===== src/rtl/bo_pkg.sv =====
package bo_pkg;
    typedef enum logic [1:0] {
        ST_IDLE  = 2'd0,
        ST_SHORT = 2'd1,
        ST_PAUSE = 2'd2
    } pause_state_e;
endpackage


===== src/rtl/bo_backoff_count.sv =====
module bo_backoff_count #(
    parameter int LIMIT = 4096,
    parameter int BO_W  = 14
) (
    input  logic            clk,
    input  logic            rst_n,
    input  logic            clear,
    input  logic            step,
    output logic [BO_W-1:0] q
);
    localparam logic [BO_W-1:0] LIM  = BO_W'(LIMIT);
    localparam logic [BO_W-1:0] ONE  = BO_W'(1);
    localparam logic [BO_W-1:0] CEIL = BO_W'(2 * LIMIT);

    always_ff @(posedge clk) begin
        if (!rst_n) begin
            q <= ONE;
        end else if (clear) begin
            q <= ONE;
        end else if (step && (q <= LIM)) begin
            q <= q << 1;
        end
    end

    // clear brings the count back to one
    a_r1_clear_to_one: assert property (@(posedge clk) disable iff (!rst_n)
        clear |=> (q == ONE));
    // doubling below the limit
    a_r2_double: assert property (@(posedge clk) disable iff (!rst_n)
        (step && !clear && (q <= LIM)) |=> (q == ($past(q) << 1)));
    // hold above the limit
    a_r2_hold_sat: assert property (@(posedge clk) disable iff (!rst_n)
        (step && !clear && (q > LIM)) |=> $stable(q));
    // ceiling
    a_r2_no_overflow: assert property (@(posedge clk) disable iff (!rst_n)
        (q <= CEIL) && (q != '0));
endmodule


===== src/rtl/bo_tick_gen.sv =====
module bo_tick_gen #(
    parameter int GRAN_SHIFT = 3
) (
    input  logic clk,
    input  logic rst_n,
    input  logic run,
    input  logic restart,
    output logic tick
);
    localparam int PW = (GRAN_SHIFT > 0) ? GRAN_SHIFT : 1;
    localparam logic [PW-1:0] LAST = PW'((1 << GRAN_SHIFT) - 1);

    generate
        if (GRAN_SHIFT == 0) begin : g_every
            assign tick = run && !restart;
        end else begin : g_div
            logic [PW-1:0] pre;
            always_ff @(posedge clk) begin
                if (!rst_n || restart) begin
                    pre <= '0;
                end else if (run) begin
                    pre <= pre + PW'(1);
                end
            end
            assign tick = run && !restart && (pre == LAST);
        end
    endgenerate
endmodule


===== src/rtl/bo_pause_ctl.sv =====
module bo_pause_ctl
    import bo_pkg::*;
#(
    parameter int PAUSE_W    = 21,
    parameter int GRAN_SHIFT = 3
) (
    input  logic               clk,
    input  logic               rst_n,
    input  logic               load,
    input  logic [PAUSE_W-1:0] load_val,
    input  logic               abort,
    output logic               stall
);
    localparam int CNT_W = PAUSE_W - GRAN_SHIFT;
    localparam logic [CNT_W-1:0] C_ONE = CNT_W'(1);

    pause_state_e state, state_nx;
    logic [CNT_W-1:0] cnt;
    logic [CNT_W-1:0] load_cnt;
    logic tick;
    logic run;

    assign load_cnt = load_val[PAUSE_W-1:GRAN_SHIFT];

    bo_tick_gen #(.GRAN_SHIFT(GRAN_SHIFT)) u_tick (
        .clk     (clk),
        .rst_n   (rst_n),
        .run     (run),
        .restart (load || abort),
        .tick    (tick)
    );

    always_ff @(posedge clk) begin
        if (!rst_n) begin
            state <= ST_IDLE;
        end else begin
            state <= state_nx;
        end
    end

    always_comb begin
        state_nx = state;
        if (abort) begin
            state_nx = ST_IDLE;
        end else if (load) begin
            state_nx = (load_cnt == '0) ? ST_SHORT : ST_PAUSE;
        end else begin
            unique case (state)
                ST_IDLE:  state_nx = ST_IDLE;
                ST_SHORT: state_nx = ST_IDLE;
                ST_PAUSE: state_nx = (tick && (cnt == C_ONE)) ? ST_IDLE : ST_PAUSE;
                default:  state_nx = ST_IDLE;
            endcase
        end
    end

    always_comb begin
        stall = (state != ST_IDLE);
        run   = (state == ST_PAUSE);
    end

    always_ff @(posedge clk) begin
        if (!rst_n || abort) begin
            cnt <= '0;
        end else if (load) begin
            cnt <= load_cnt;
        end else if (tick && (cnt != '0)) begin
            cnt <= cnt - C_ONE;
        end
    end

    // abort returns to idle
    a_r6_abort_idle: assert property (@(posedge clk) disable iff (!rst_n)
        abort |=> (state == ST_IDLE));
    // single-cycle stall leaves on its own
    a_r5_short_one: assert property (@(posedge clk) disable iff (!rst_n)
        ((state == ST_SHORT) && !load) |=> (state == ST_IDLE));
    // counter moves only on a prescaler tick
    a_r4_cnt_hold: assert property (@(posedge clk) disable iff (!rst_n)
        ((state == ST_PAUSE) && !tick && !load && !abort) |=> $stable(cnt));
    // a counted pause never sits at zero
    a_r4_pause_nonzero: assert property (@(posedge clk) disable iff (!rst_n)
        (state == ST_PAUSE) |-> (cnt != '0));
endmodule


===== src/rtl/exp_backoff_pause.sv =====
module exp_backoff_pause #(
    parameter int LIMIT      = 4096,
    parameter int UNIT_SHIFT = 7,
    parameter int GRAN_SHIFT = 3,
    parameter int BO_W       = $clog2(2 * LIMIT) + 1,
    parameter int PAUSE_W    = BO_W + UNIT_SHIFT
) (
    input  logic               clk,
    input  logic               rst_n,
    input  logic               start_i,
    input  logic               fail_i,
    input  logic               succ_i,
    input  logic               trap_i,
    input  logic               wr_en_i,
    input  logic [PAUSE_W-1:0] wr_val_i,
    output logic               stall_o,
    output logic [BO_W-1:0]    backoff_o
);
    logic               fail_acc;
    logic               load;
    logic [PAUSE_W-1:0] load_val;

    assign fail_acc = fail_i && !stall_o && !start_i && !succ_i && !wr_en_i && !trap_i;
    assign load     = wr_en_i || fail_acc;
    assign load_val = wr_en_i ? wr_val_i : (PAUSE_W'(backoff_o) << UNIT_SHIFT);

    bo_backoff_count #(.LIMIT(LIMIT), .BO_W(BO_W)) u_count (
        .clk   (clk),
        .rst_n (rst_n),
        .clear (start_i || succ_i),
        .step  (fail_acc),
        .q     (backoff_o)
    );

    bo_pause_ctl #(.PAUSE_W(PAUSE_W), .GRAN_SHIFT(GRAN_SHIFT)) u_pause (
        .clk      (clk),
        .rst_n    (rst_n),
        .load     (load),
        .load_val (load_val),
        .abort    (trap_i),
        .stall    (stall_o)
    );

    // a stalled thread keeps its backoff unless cleared
    a_r7_fail_ignored: assert property (@(posedge clk) disable iff (!rst_n)
        (stall_o && !start_i && !succ_i) |=> $stable(backoff_o));
    // trap drops stall in the next cycle
    a_r6_trap_stall: assert property (@(posedge clk) disable iff (!rst_n)
        trap_i |=> !stall_o);
    // an accepted failure stalls next cycle
    a_r3_fail_stalls: assert property (@(posedge clk) disable iff (!rst_n)
        fail_acc |=> stall_o);
endmodule


===== config.mk =====
export PLATFORM = sky130hd
export DESIGN_NAME = exp_backoff_pause
export DESIGN_NICKNAME = d
export VERILOG_FILES = /design/src/rtl/bo_pkg.sv /design/src/rtl/bo_backoff_count.sv /design/src/rtl/bo_tick_gen.sv /design/src/rtl/bo_pause_ctl.sv /design/src/rtl/exp_backoff_pause.sv
export SDC_FILE = /design/constraint.sdc
export NUM_CORES = 1
export LEC_CHECK = 0
export ABC_AREA = 1
export ABC_CLOCK_PERIOD_IN_PS = 2000
export BUFFER_PORTS_ARGS = -buffer_cell sky130_fd_sc_hd__buf_4
export CORE_ASPECT_RATIO = 0.8
export CORE_UTILIZATION = 45
export DETAILED_ROUTE_END_ITERATION = 10
export GPL_TIMING_DRIVEN = 0
export HOLD_SLACK_MARGIN = 0.12
export PLACE_DENSITY = 0.66
export SLEW_MARGIN = 10
export SYNTH_ARGS = -nofsm -noshare
export SYNTH_HDL_FRONTEND = slang
export SYNTH_SLANG_ARGS = --single-unit

===== constraint.sdc =====
create_clock -name clk -period 2 [get_ports clk]
set_clock_uncertainty 0.05 [all_clocks]
set_input_delay 0.4 -clock clk [delete_from_list [all_inputs] [get_ports clk]]
set_output_delay 0.4 -clock clk [all_outputs]
set_load 0.02 [all_outputs]

==> results of run 1 <==
## path summary, 6_finish.rpt
path                          startpoint                          end  slack, ns  depth (start not counted)
max                       u_pause.cnt[0]              u_pause.cnt[13]       0.13                         10
max reg2reg               u_pause.cnt[0]              u_pause.cnt[13]       0.13                         10
min reg2reg  u_pause.u_tick.g_div.pre[2]  u_pause.u_tick.g_div.pre[2]       0.42                          2
min                               succ_i                u_count.q[13]       0.35                          4
## cells by family (layout without fill, tap and decap cells)
logic type / after synthesis / in the layout / share of synthesized area
and+or+nand+nor: 252 / 252 / 0.451
AOI/OAI and AO/OA: 58 / 58 / 0.124
buffers and inverters: 54 / 101 / 0.0894
DFF: 37 / 37 / 0.297
xor gates and xnor gates: 5 / 5 / 0.0176
adders and majority gates: 4 / 4 / 0.0201
## flip-flops by register name, summed over array words and instances, names as in the netlist
name                      flops
u_pause.u_tick.g_div.pre      3
u_pause.state                 2
u_count.q                    14
u_pause.cnt                  18
## synthesized netlist by cell type (4+ instances only)
cell type    n  area [um^2]
nand3_1     31          155
inv_1       38          143
nor3_1       5         25.0
clkbuf_1     4         15.0
o21ai_0     30          150
a21oi_1     22          110
buf_2        6         30.0
nand2_1    116          435
dfxtp_1     37          741
xnor2_1      5         43.8
nor2_4       4         45.0
ha_1         4         50.1
or2_2        4         25.0
nand4_1     12         75.1
nor2_1      67          251
## area by class of cell
type	count	area [um^2]
fillers	560	2200
clock buffers	6	72.6
multi-input cells	319	1530
repair buffers	39	293
inverters	41	155
flip-flops and latches	37	741
clock inverters	2	10.0
well taps	62	77.6
plain buffers	13	68.8
## through the flow
step	cell area [um^2]	worst slack [ns]	hold slack, ns
floorplan	2490	0.365	0.392
global placement	2860	0.0899	0.406
detailed placement	2860	0.0524	0.415
CTS	2940	0.0343	0.347
global route	2950	0.0265	0.379
finish	2950	0.133	0.346
## per-layer routing
metal	global-route usage	vias up	routed length, um	part of all wire
met5	0	-	0	0
met2	0.409	92	2940	0.42
met1	0.374	1253	3560	0.51
met3	0.0476	5	503	0.071
li1	-	1409	-	-
met4	0.0572	0	36	0.0051
## power by group through the flow
stage	clock [mW]	combinational (mW)	sequential, mW
finish	0.532	0.433	0.774
CTS	0.549	0.429	0.773
global placement	0	0.423	0.790
floorplan	0	0.311	0.786
detailed placement	0	0.427	0.791
global route	0.578	0.489	0.778
## critical path: cells and delay by family, from the launching register on
kind                       cells  cell delay [ns]
buffers and inverters          2             0.34
DFF                            1             0.35
AOI/OAI and AO/OA              1             0.16
and+or+nand+nor                6             0.61
adders and majority gates      1             0.24
## repair_timing
| item | CTS | global route |
|---|---|---|
| gates resized for setup | 0 | 4 |
| hold endpoints to repair | 0 | 0 |
| endpoints found under the setup margin | 0 | 19 |
==> flow_summary.json, run 1 <==
{
  "outcome": "completed",
  "core-area_um2": 5150,
  "cp-end-kind": "register",
  "fp.dieW_um": 85.2,
  "vias": 2759,
  "seqPwrFrac": 0.445,
  "ioPinCount": 43,
  "overflow": 0,
  "drtIter0Drc": 230,
  "synth.distinct_cells": 30,
  "vias_per_cell": 5.32,
  "place.gp.congestion": 0.916,
  "drtAntennaViolNets": 0,
  "p_total_mw": 1.74,
  "ctsHtreeMaxLevel": 2,
  "cts.sinks": 37,
  "finalSetupTns_ns": 0,
  "start_util": 0.483,
  "antenna_found_initial": 0,
  "wl_per_cell_um": 13.6,
  "io_buffers": 39,
  "synth.cell_area_um2": 2490,
  "synth-async-reset-ratio": 0,
  "grt_setup_unrepaired": "false",
  "drive_gt1_frac": 0.177,
  "area_growth_pct": 18.3,
  "cts_tree": "built",
  "cp.arrival_ns": 2.01,
  "grt_pass1_vias": 2439,
  "synth_area_per_cell_um2": 6.07,
  "die_area_um2": 5840,
  "synthesis.nets": 442,
  "relSlewSlack": 0.601,
  "ys_ff_latch": 37,
  "finalSetupViolCount": 0,
  "tightest_slew_ns": 0.598,
  "clkLatencyLatePin_ns": 0.30,
  "synth_edf_count": 0,
  "ctsRootBufferMaster": "clkbuf_8",
  "clk_pin_slew_worst_paths_ns": 0.08,
  "yosysWarnings": 0,
  "worstPathRequired_ns": 2.14,
  "holdBufCountCts": 0,
  "slowest_delay_ns": 0.35,
  "track_usage": 0.261,
  "final_hold_viol_count": 0,
  "fin_util": 0.572,
  "swShare": 0.332,
  "p_int_mw": 1.16,
  "post-route-period-util": 0.934,
  "cp-start-kind": "register",
  "p_leak_nw": 1.36,
  "worst-setup-path-type": "register to register",
  "cts_made_buffers": 5,
  "critPathMostFrequentCell": "nand2_4",
  "final_common_cell": "nand2_1",
  "power_frac_comb": 0.249,
  "routed_wl_um": 7040,
  "firstDrtPassIters": 5,
  "power_density_nw_per_um2": 590,
  "ys_seq_area_frac": 0.297,
  "p_sw_uw": 577,
  "path_cells": "inv_2, ha_2, nand2_2, nor2_4, nand3_4, nand2_4, nand2_4, buf_2, o21ai_0, nor2_1",
  "dpl.hpwl_um": 5600,
  "vdd_drop_max_v": 0.000345,
  "final_nets": 488,
  "max-clock-path-buffers": 2,
  "max_freq_ghz": 0.536,
  "die_y_um": 68.5,
  "crit_fanout": 10,
  "layout_common_cells": "nand2_1 (116), nor2_1 (67), buf_4 (40), inv_1 (37), dfxtp_1 (37)",
  "postSynthCellCount": 410,
  "final.min_clock_period_ns": 1.87,
  "dpl.cell_count": 511,
  "synth_top_flop_cell": "dfxtp_1",
  "hold_class": "input port to register",
  "fin_cells": 519,
  "route.detailed.drc": 0,
  "critPathSlowestCell": "dfxtp_1",
  "post_cts_buffers": 0,
  "diodes": 0,
  "maxCapViolCount": 0,
  "clkPwrFrac": 0.306,
  "grt_pass1_wl_um": 11700,
  "grt_max_degree": 12,
  "num_rows": 23,
  "finalMaxSlewViolations": 0
}
Note: power is estimated with default switching activity, not from simulation.
==> run 2: changes to the inputs <==
CELL_PAD_IN_SITES_DETAIL_PLACEMENT = 1   (was not set)
CELL_PAD_IN_SITES_GLOBAL_PLACEMENT = 1   (was not set)
CORE_ASPECT_RATIO = 1.25   (was 0.8)
CORE_UTILIZATION = 39   (was 45)
PLACE_DENSITY = not set   (was 0.66)
PLACE_DENSITY_LB_ADDON = 0.1   (was not set)
==> flow_summary.json, run 2 (synthesis results as in run 1) <==
{
  "grt_setup_unrepaired": "false",
  "fp.dieW_um": 73.5,
  "diodes": 0,
  "fin_cells": 542,
  "final_nets": 488,
  "clkLatencyLatePin_ns": 0.30,
  "regMostFlops": "u_pause.cnt",
  "register_area_um2": 741,
  "hold_end": "u_count.q[13]",
  "multi_input_area_um2": 1540,
  "cp-start-kind": "register",
  "firstDrtPassIters": 4,
  "cp-end-kind": "register",
  "crit_path_start": "u_pause.cnt[0]",
  "relSlewSlack": 0.602,
  "antenna_found_initial": 0,
  "dpl.hpwl_um": 6510,
  "core-area_um2": 6170,
  "hold_start": "succ_i",
  "area_growth_pct": 20.7,
  "num_rows": 32,
  "hold_class": "input port to register",
  "p_int_mw": 1.23,
  "hold_depth": 4,
  "routed_wl_um": 8180,
  "ioPinCount": 43,
  "finalMaxSlewViolations": 0,
  "power_density_nw_per_um2": 611,
  "largest_registers": "u_pause.cnt (18), u_count.q (14), u_pause.u_tick.g_div.pre (3)",
  "grt_pass1_vias": 2933,
  "regToRegSetupSlack_ns": 0.16,
  "dpl.cell_count": 534,
  "p_sw_uw": 602,
  "vias": 2809,
  "vias_per_cell": 5.18,
  "largest_register_ffs": 18,
  "worst-path-buf-inv": 2,
  "swShare": 0.328,
  "final.min_clock_period_ns": 1.84,
  "final_common_cell": "nand2_1",
  "worst-setup-path-type": "register to register",
  "slowest_delay_ns": 0.35,
  "dp_worst_setup_slack_ns": -0.0242,
  "finalSetupViolCount": 0,
  "seqPwrFrac": 0.422,
  "cts_made_buffers": 5,
  "start_util": 0.404,
  "critPathSlowestCell": "dfxtp_1",
  "fin_ws_ns": 0.164,
  "cts_tree": "built",
  "r2r-end": "u_pause.cnt[9]",
  "clkPwrFrac": 0.333,
  "post_cts_buffers": 0,
  "maxCapViolCount": 0,
  "p_leak_nw": 1.37,
  "clk_pin_slew_worst_paths_ns": 0.08,
  "tightest_slew_ns": 0.596,
  "drtAntennaViolNets": 0,
  "crit_fanout": 10,
  "route.detailed.drc": 0,
  "die_area_um2": 6710,
  "max_freq_ghz": 0.545,
  "drtIter0Drc": 106,
  "vdd_drop_max_v": 0.000306,
  "max-clock-path-buffers": 2,
  "p_total_mw": 1.84,
  "r2r-start": "u_pause.cnt[0]",
  "path_cells": "inv_2, ha_4, nand2_2, nor2_4, nand3_4, nand2_4, nand2_4, buf_2, o21ai_0, nor2_1",
  "io_buffers": 39,
  "grt_pass1_wl_um": 13600,
  "nFillCells": 916,
  "post-route-period-util": 0.918,
  "place.gp.congestion": 0.865,
  "drive_gt1_frac": 0.179,
  "cp_top_family": "simple AND/OR/NAND/NOR gates",
  "grt_max_degree": 12,
  "final_hold_viol_count": 0,
  "layout_common_cells": "nand2_1 (116), nor2_1 (67), buf_4 (40), inv_1 (37), dfxtp_1 (37)",
  "power_frac_comb": 0.245,
  "cts.sinks": 37,
  "overflow": 0,
  "outcome": "completed",
  "die_y_um": 91.3,
  "reg2reg_depth": 10,
  "ctsHtreeMaxLevel": 2,
  "worstPathRequired_ns": 2.15,
  "fin_util": 0.487,
  "ctsRootBufferMaster": "clkbuf_8",
  "holdBufCountCts": 0,
  "track_usage": 0.263,
  "critPathMostFrequentCell": "nand2_4",
  "wl_per_cell_um": 15.1,
  "cp.arrival_ns": 1.98,
  "finalSetupTns_ns": 0
}
[run 2: cell types whose count changed in the layout (fill, tap and decap cells not counted), sizes merged]
cell	change
clkinv	-1
clkbuf	+1
[run 2: worst max-delay path by stage]
stage | to | slack, ns | cells past startpoint
2_1_floorplan | u_pause.cnt[13] | 0.37 | 10
3_3_place_gp | u_pause.cnt[13] | 0.08 | 10
3_5_place_dp | u_pause.cnt[9] | -0.02 | 10
4_1_cts | u_pause.cnt[9] | 0.004 | 10
5_1_grt | u_pause.cnt[9] | 0.02 | 10
6_report | u_pause.cnt[9] | 0.16 | 10
[run 2: layer usage]
layer  global-route usage  wire, um  vias to the layer above
li1                     -         -                     1405
met1                0.299      3430                     1334
met2                0.482      4330                       51
met3               0.0322       181                       19
met4               0.0994       238                        0
met5                    0         0                        -
[run 2: timing repair]
| item | 4_1_cts | 5_1_grt |
|---|---|---|
| hold endpoints to repair | 0 | 0 |
| endpoints found under the setup margin | 4 | 16 |
| cloned | 0 | 0 |
| gates resized for setup | 1 | 5 |
| pin swaps | 0 | 0 |
[run 2: worst register-to-register path: stages, from the launching register on]
cell and delay (ns):
dfxtp_1 0.35, inv_2 0.14, ha_4 0.18, nand2_2 0.10, nor2_4 0.17, nand3_4 0.10, nand2_4 0.10, nand2_4 0.09
buf_2 0.22, o21ai_0 0.19, nor2_1 0.05
[run 2: through the flow]
| step | hold slack [ns] | area, um^2 |
|---|---|---|
| 2_1_floorplan | 0.392 | 2490 |
| 3_5_place_dp | 0.408 | 2890 |
| 3_3_place_gp | 0.401 | 2890 |
| 5_1_grt | 0.389 | 3000 |
| 6_report | 0.356 | 3000 |
| 4_1_cts | 0.358 | 2990 |
[run 2: power by group through the flow]
stage | registers (mW) | logic [mW] | clock network [mW]
floorplan | 0.786 | 0.311 | 0
global placement | 0.790 | 0.431 | 0
detailed placement | 0.791 | 0.445 | 0
CTS | 0.774 | 0.449 | 0.619
global route | 0.778 | 0.508 | 0.642
finish | 0.775 | 0.451 | 0.611
[run 2: layout make-up]
cell class,instances,area share
multi-input combinational,319,0.512
sequential,37,0.247
timing repair buffer,39,0.0975
inverter,41,0.0516
tap,85,0.0354
clock buffer,7,0.0321
buffer,13,0.0229
clock inverter,1,0.00167
==> run 3: changes to the inputs <==
MAX_ROUTING_LAYER = met4   (was not set)
PLACE_DENSITY_LB_ADDON = 0.12   (was 0.1)
==> flow_summary.json, run 3 (synthesis results as in run 1) <==
{
  "overflow": 0,
  "outcome": "completed",
  "p_sw_uw": 574,
  "finalMaxSlewViolations": 0,
  "place.gp.congestion": 0.909,
  "vdd_drop_max_v": 0.000313,
  "dpl.hpwl_um": 6400,
  "track_usage": 0.258,
  "max_freq_ghz": 0.547,
  "final_nets": 488,
  "drtIter0Drc": 137,
  "layout_common_cells": "nand2_1 (116), nor2_1 (67), buf_4 (40), inv_1 (37), dfxtp_1 (37)",
  "die_area_um2": 6710,
  "hold_class": "input port to register",
  "grt_pass1_wl_um": 13000,
  "cts_made_buffers": 5,
  "routed_wl_um": 7880,
  "largest_register_ffs": 18,
  "diodes": 0,
  "largest_registers": "u_pause.cnt (18), u_count.q (14), u_pause.u_tick.g_div.pre (3)",
  "post-route-period-util": 0.914,
  "ctsRootBufferMaster": "clkbuf_8",
  "drive_gt1_frac": 0.175,
  "swShare": 0.325,
  "cts_tree": "built",
  "worst-setup-path-type": "register to register",
  "crit_path_start": "u_pause.cnt[0]",
  "fin_util": 0.483,
  "p_int_mw": 1.19,
  "cp-end-kind": "register",
  "firstDrtPassIters": 4,
  "ctsHtreeMaxLevel": 2,
  "vias_per_cell": 5.07,
  "holdBufCountCts": 0,
  "regMostFlops": "u_pause.cnt",
  "fp.dieW_um": 73.5,
  "cts.sinks": 37,
  "cp.arrival_ns": 2.01,
  "p_total_mw": 1.77,
  "wl_per_cell_um": 14.6,
  "final_hold_viol_count": 0,
  "worstPathRequired_ns": 2.18,
  "max-clock-path-buffers": 2,
  "finalSetupTns_ns": 0,
  "final.min_clock_period_ns": 1.83,
  "ioPinCount": 43,
  "start_util": 0.404,
  "io_buffers": 39,
  "power_density_nw_per_um2": 594,
  "antenna_found_initial": 0,
  "grt_setup_unrepaired": "false",
  "vias": 2743,
  "power_frac_comb": 0.249,
  "tightest_slew_ns": 0.627,
  "route.detailed.drc": 0,
  "core-area_um2": 6170,
  "p_leak_nw": 1.36,
  "cp-start-kind": "register",
  "clkPwrFrac": 0.313,
  "num_rows": 32,
  "drtAntennaViolNets": 0,
  "clk_pin_slew_worst_paths_ns": 0.08,
  "final_common_cell": "nand2_1",
  "maxCapViolCount": 0,
  "relSlewSlack": 0.582,
  "hold_start": "succ_i",
  "post_cts_buffers": 0,
  "grt_max_degree": 11,
  "r2r-start": "u_pause.cnt[0]",
  "area_growth_pct": 19.6,
  "crit_fanout": 10,
  "die_y_um": 91.3,
  "seqPwrFrac": 0.438,
  "grt_pass1_vias": 2820,
  "clkLatencyLatePin_ns": 0.29,
  "finalSetupViolCount": 0
}
-- run 3: power by group through the flow --
stage / Clock, mW / Sequential, mW / Combinational, mW
finish: 0.553 / 0.775 / 0.440
global route: 0.595 / 0.778 / 0.497
CTS: 0.576 / 0.775 / 0.442
detailed placement: 0 / 0.792 / 0.439
global placement: 0 / 0.791 / 0.427
floorplan: 0 / 0.786 / 0.311
-- run 3: cell type report --
cell class                      instances  area, um^2
Fill cell                             905        3190
Multi-Input combinational cell        319        1530
Sequential cell                        37         741
Timing Repair Buffer                   39         293
Inverter                               41         155
Tap cell                               85         106
Clock buffer                            7        86.3
Buffer                                 13        68.8
-- run 3: layer usage --
layer	global-route usage	share of wire	vias up
met2	0.469	0.52	42
met3	0.0322	0.022	15
li1	-	-	1406
met4	0.103	0.034	0
met1	0.275	0.42	1280
met5	-	0	-
-- run 3: through the flow --
stage	hold slack (ns)	std cells	cell area, um^2	setup WS, ns
2_1_floorplan	0.392	410	2490	0.365
3_3_place_gp	0.405	534	2890	0.0919
3_5_place_dp	0.417	534	2890	0.0805
4_1_cts	0.353	541	2980	0.0609
5_1_grt	0.384	541	2980	0.0225
6_report	0.359	541	2980	0.172
-- run 3: worst paths after layout --
path,slack (ns),cells after the start,to
max,0.17,11,u_pause.cnt[10]
min reg2reg,0.42,2,u_count.q[0]
max reg2reg,0.17,11,u_pause.cnt[10]
min,0.36,4,u_count.q[13]
-- run 3: worst max-delay path, stage by stage (launching register included) --
cell      delay, ns
dfxtp_1        0.35
inv_2          0.11
ha_2           0.23
nand2_2        0.11
nor2_4         0.17
nand3_4        0.10
nand2_4        0.10
nand2_4        0.08
clkinv_2       0.10
buf_6          0.15
nand2_1        0.08
a21oi_2        0.13
-- run 3: timing repair --
item                                    CTS  global route
endpoints found under the setup margin    0            13
endpoints found under the hold margin     0             0
gates resized for setup                   0             4
